<file path="config.mk">
export PLATFORM = sky130hd
export DESIGN_NAME = conv_irq_status
export DESIGN_NICKNAME = d
export VERILOG_FILES = /design/src/rtl/conv_irq_status.sv
export SDC_FILE = /design/constraint.sdc
export NUM_CORES = 1
export LEC_CHECK = 0
export ABC_CLOCK_PERIOD_IN_PS = 3700
export BUFFER_PORTS_ARGS = -buffer_cell sky130_fd_sc_hd__clkbuf_2
export CAP_MARGIN = 20
export CORE_MARGIN = 1.5
export CORE_UTILIZATION = 64
export CTS_CLUSTER_DIAMETER = 30
export DETAILED_ROUTE_END_ITERATION = 16
export HOLD_SLACK_MARGIN = 0.12
export PLACE_DENSITY = 0.86
export SLEW_MARGIN = 20
export SYNTH_ARGS = -nofsm -noshare
export SYNTH_HDL_FRONTEND = slang
export SYNTH_SLANG_ARGS = --single-unit
</file>
<file path="constraint.sdc">
create_clock -name clk -period 3.7 [get_ports clk]
set_input_delay 0.37 -clock clk [delete_from_list [all_inputs] [get_ports clk]]
set_output_delay 0.37 -clock clk [all_outputs]
set_load 0.01 [all_outputs]
</file>
<file path="src/rtl/conv_irq_status.sv">
module conv_irq_status #(
  parameter int NCH      = 4,
  parameter int DONE_LSB = 8,
  parameter int TMO_LSB  = 16,
  parameter int DW       = 32,
  parameter int TW       = 16
) (
  input  logic           clk,
  input  logic           rst_n,
  input  logic [NCH-1:0] conv_start,
  input  logic [NCH-1:0] conv_done,
  input  logic           reg_we,
  input  logic [1:0]     reg_addr,
  input  logic [DW-1:0]  reg_wdata,
  output logic [DW-1:0]  reg_rdata,
  output logic           irq
);
  localparam logic [DW-1:0] DONE_MASK = DW'({NCH{1'b1}}) << DONE_LSB;
  localparam logic [DW-1:0] TMO_MASK  = DW'({NCH{1'b1}}) << TMO_LSB;
  localparam logic [DW-1:0] IMPL_MASK = DONE_MASK | TMO_MASK;
  localparam logic [1:0] A_STAT = 2'd0, A_CAPT = 2'd1, A_SIGN = 2'd2, A_LIM = 2'd3;
  localparam logic [TW-1:0] CNT_MAX = '1;

  logic [DW-1:0]  stat_q, capt_q, sign_q, evt_raw, evt_set;
  logic [TW-1:0]  lim_q;
  logic [NCH-1:0] tmo_evt;

  for (genvar ch = 0; ch < NCH; ch++) begin : g_chan
    logic          run_q;
    logic [TW-1:0] cnt_q;

    assign tmo_evt[ch] = run_q && (lim_q != '0) && (cnt_q == lim_q) && !conv_done[ch];

    always_ff @(posedge clk or negedge rst_n) begin
      if (!rst_n) begin
        run_q <= 1'b0;
        cnt_q <= '0;
      end else if (conv_start[ch]) begin
        run_q <= 1'b1;
        cnt_q <= TW'(1);
      end else if (conv_done[ch] || tmo_evt[ch]) begin
        run_q <= 1'b0;
      end else if (run_q && cnt_q != CNT_MAX) begin
        cnt_q <= cnt_q + TW'(1);
      end
    end
  end

  always_comb begin
    evt_raw = '0;
    evt_raw[DONE_LSB +: NCH] = conv_done;
    evt_raw[TMO_LSB  +: NCH] = tmo_evt;
  end
  assign evt_set = evt_raw & capt_q;

  always_ff @(posedge clk or negedge rst_n) begin
    if (!rst_n) begin
      stat_q <= '0;
      capt_q <= '0;
      sign_q <= '0;
      lim_q  <= '0;
    end else begin
      stat_q <= (((reg_we && reg_addr == A_STAT) ? (stat_q & reg_wdata) : stat_q) | evt_set) & IMPL_MASK;
      if (reg_we && reg_addr == A_CAPT) capt_q <= reg_wdata & IMPL_MASK;
      if (reg_we && reg_addr == A_SIGN) sign_q <= reg_wdata & IMPL_MASK;
      if (reg_we && reg_addr == A_LIM)  lim_q  <= reg_wdata[TW-1:0];
    end
  end

  always_comb begin
    case (reg_addr)
      A_STAT:  reg_rdata = stat_q;
      A_CAPT:  reg_rdata = capt_q;
      A_SIGN:  reg_rdata = sign_q;
      default: reg_rdata = DW'(lim_q);
    endcase
  end

  assign irq = |(stat_q & sign_q);
endmodule


</file>
==> results.yml <==
power:
  pwr-share-clk_pct: 26.4
  p_sw_w: 0.000841
  internal_power_w: 0.00173
  p_seq_share_pct: 56.7
  p_sw_share_pct: 32.7
  ir_drop_mv: 0.189
  power.leakage_nw: 3.00
  power.density_nw_per_um2: 369
  p_comb_share_pct: 16.9
route:
  first_pass_iters: 5
  drtIter0Drc: 409
  drcViolationCount: 0
  viasPerCell: 6.53
  num_vias: 5573
  drt-total-wl_mm: 16.1
  wl_per_cell_microns: 18.8
  postRouteAntennaNets: 0
cells_and_area:
  seqCellArea_sq_um: 2700
  drive_gt1_share_pct: 18.7
  antennaDiodeCount: 0
  num-nets-final: 762
  fill_cells: 777
  multi_input_area_sq_um: 3580
  area_growth_pct: 4.89
clock_tree:
  clk_pin_slew_worst_paths_ns: 0.11
  cts.sinks: 108
  cts_setup_buffers: 0
  cts_buffers: 9
  root_buffer: "clkbuf_8"
  cts_tree: "built"
  clk_latency_ns: 0.38
  cts_buffer_depth: 2
  htreeDepth: 3
floorplanning:
  fp.dieW_microns: 105
  initial_core_util_pct: 65.3
  ios: 78
  die_h_microns: 105
  core_area_sq_um: 10200
  num_rows: 37
  dieArea_sq_um: 11000
placement:
  place_congestion: 0.891
  hpwl_mm: 11.2
  place_ws_ns: 1.04
  port-buffer-count: 53
setup_path:
  critical_path_class: "reg -> reg"
  required_ns: 3.98
  cp.arrival_ns: 2.97
  cp_max_fo: 19
  slowest_stage: "dfrtp_1"
  critPathTopFamily: "simple AND/OR/NAND/NOR gates"
  cp_cell_sequence: "xor2_1, nor4_1, nand4_1, nor2_1, buf_4, nor3_1, mux2_2"
  r2r_slack_ns: 1.01
  path_buf_inv: 1
  slowest_delay_ns: 0.71
  end_kind: "register"
  start_kind: "register"
yosys:
  yosysSeqAreaShare_pct: 40.7
  synthArstFlopShare_pct: 100
  yosysWarningCount: 0
  synth_area_sq_um: 6650
  synth.most_common_cell: "dfrtp_1"
  synth_top_area_share_pct: 40.7
  synth_ff_type: "dfrtp_1"
  synth_edf_count: 0
  synthAdderAreaFrac_pct: 0.753
  yosysTopAreaCell: "dfrtp_1"
  synth_compound_area_share_pct: 10.0
  yosys-top-cells-area: "dfrtp_1 41%, mux2_2 8.3%, xor2_1 7.9%, a21oi_1 2.9%, o21ai_0 2.6%"
  synth_common_cells: "108 x dfrtp_1, 60 x xor2_1, 49 x mux2_2"
  synth_xor_area_share_pct: 8.43
  synth_top_family_by_area: "simple AND/OR/NAND/NOR gates"
  avgSynthCellArea_sq_um: 9.62
  syn_inst: 691
  synth_seq_cells: 108
  synthDistinctLibCells: 47
  muxShareOfSynthArea_pct: 10.4
  yosys.area_share.simple_pct: 23.6
sta:
  finalCritPeriodShare_pct: 72.8
  hold_viol: 0
  fmax_mhz: 371
  tightest_slew_ns: 0.958
  skew_ns: 0.00988
  slew_viol_final: 0
  setup_viol: 0
  timing.hold.ws_ns: 0.218
  tns_ns: 0
  layout_min_cycle_time_ns: 2.69
  rsz0062_at_grt: "no"
  setup_slack_ns: 1.01
  slew_headroom_pct: 36.1
hold_path:
  hold_path_class: "in -> reg"
grt:
  grt_max_degree: 60
  grt_use_total_pct: 30.3
  grt_pass1_wl_mm: 26.6
  antenna_found_initial: 0
  grt-ovfl-total: 0
  grt_pass1_vias: 5268
run_status:
  status: "completed"
flow_run:
  max_cap_viol_count: 0
-- what timing repair did --
item | 4_1_cts | 5_1_grt
hold buffers | 1 | 0
endpoints found under the hold margin | 57 | 0
gates resized for setup | 0 | 0
-- path summary, 6_finish.rpt --
| path | startpoint | to | cells past startpoint |
|---|---|---|---|
| max | lim_q[12] | g_chan[2].cnt_q[15] | 7 |
| min | reg_wdata[4] | lim_q[4] | 2 |
| min in group asynchronous | rst_n | g_chan[3].cnt_q[12] | 2 |
| max in group asynchronous | rst_n | lim_q[11] | 3 |
| max reg2reg | lim_q[12] | g_chan[2].cnt_q[15] | 7 |
| min reg2reg | capt_q[10] | stat_q[10] | 2 |
-- sequential cells by signal, indices dropped and copies added (netlist names) --
register	count
capt_q	8
sign_q	8
g_chan.cnt_q	64
g_chan.run_q	4
stat_q	8
lim_q	16
-- through the flow --
step / area [sq um] / utilization (%) / std cells / total power (W)
3_3_place_gp: 6790 / 66.6 / 837 / 0.00188
4_1_cts: 6970 / 68.5 / 854 / 0.00257
6_report: 6970 / 68.5 / 854 / 0.00257
2_1_floorplan: 6690 / - / 702 / 0.00175
3_5_place_dp: 6790 / 66.6 / 837 / 0.00190
5_1_grt: 6970 / 68.5 / 854 / 0.00267
-- layer usage --
| metal | routed length [microns] | part of all wire (%) | GRT usage, % | vias to the layer above |
|---|---|---|---|---|
| met1 | 6370 | 40 | 39.6 | 2734 |
| met4 | 647 | 4.0 | 14.4 | 0 |
| li1 | - | - | - | 2537 |
| met2 | 7900 | 49 | 49.2 | 244 |
| met5 | 0 | 0 | 0 | - |
| met3 | 1170 | 7.3 | 4.99 | 58 |
-- placed cells by master, fill, tap and decap left out, types with 22 or more instances in the layout --
master	n
nor2_1	35
nor2b_1	23
mux2_2	49
a21oi_1	38
nand4_1	25
xor2_1	60
o21ai_0	34
nand2_1	44
dfrtp_1	108
clkbuf_2	52
and3_1	22
nand3_1	27
-- cell type report --
cell class                      instances  area share (%)
Timing Repair Buffer                   58            4.41
Inverter                                9           0.485
Clock buffer                           10            1.83
Tap cell                              136            2.44
Clock inverter                          6           0.682
Multi-Input combinational cell        527            51.4
Sequential cell                       108            38.8
-- power groups by stage --
stage	clock network (W)	registers, W	logic (W)
finish	0.000678	0.00146	0.000436
global route	0.000731	0.00146	0.000477
detailed placement	0	0.00147	0.000428
floorplan	0	0.00133	0.000422
global placement	0	0.00147	0.000411
CTS	0.000687	0.00145	0.000435
-- cell families (layout without fill, tap and decap cells) --
group                    after synthesis  after routing
AO/OA/AOI/OAI                        110            110
XOR/XNOR                              64             64
adder cells (fa/ha/maj)                4              4
buffers and inverters                 67             83
flip-flops                           108            108
multiplexers                          58             58
other                                  1             12
AND/OR/NAND/NOR                      279            279
Power figures use the tool's default switching activity.
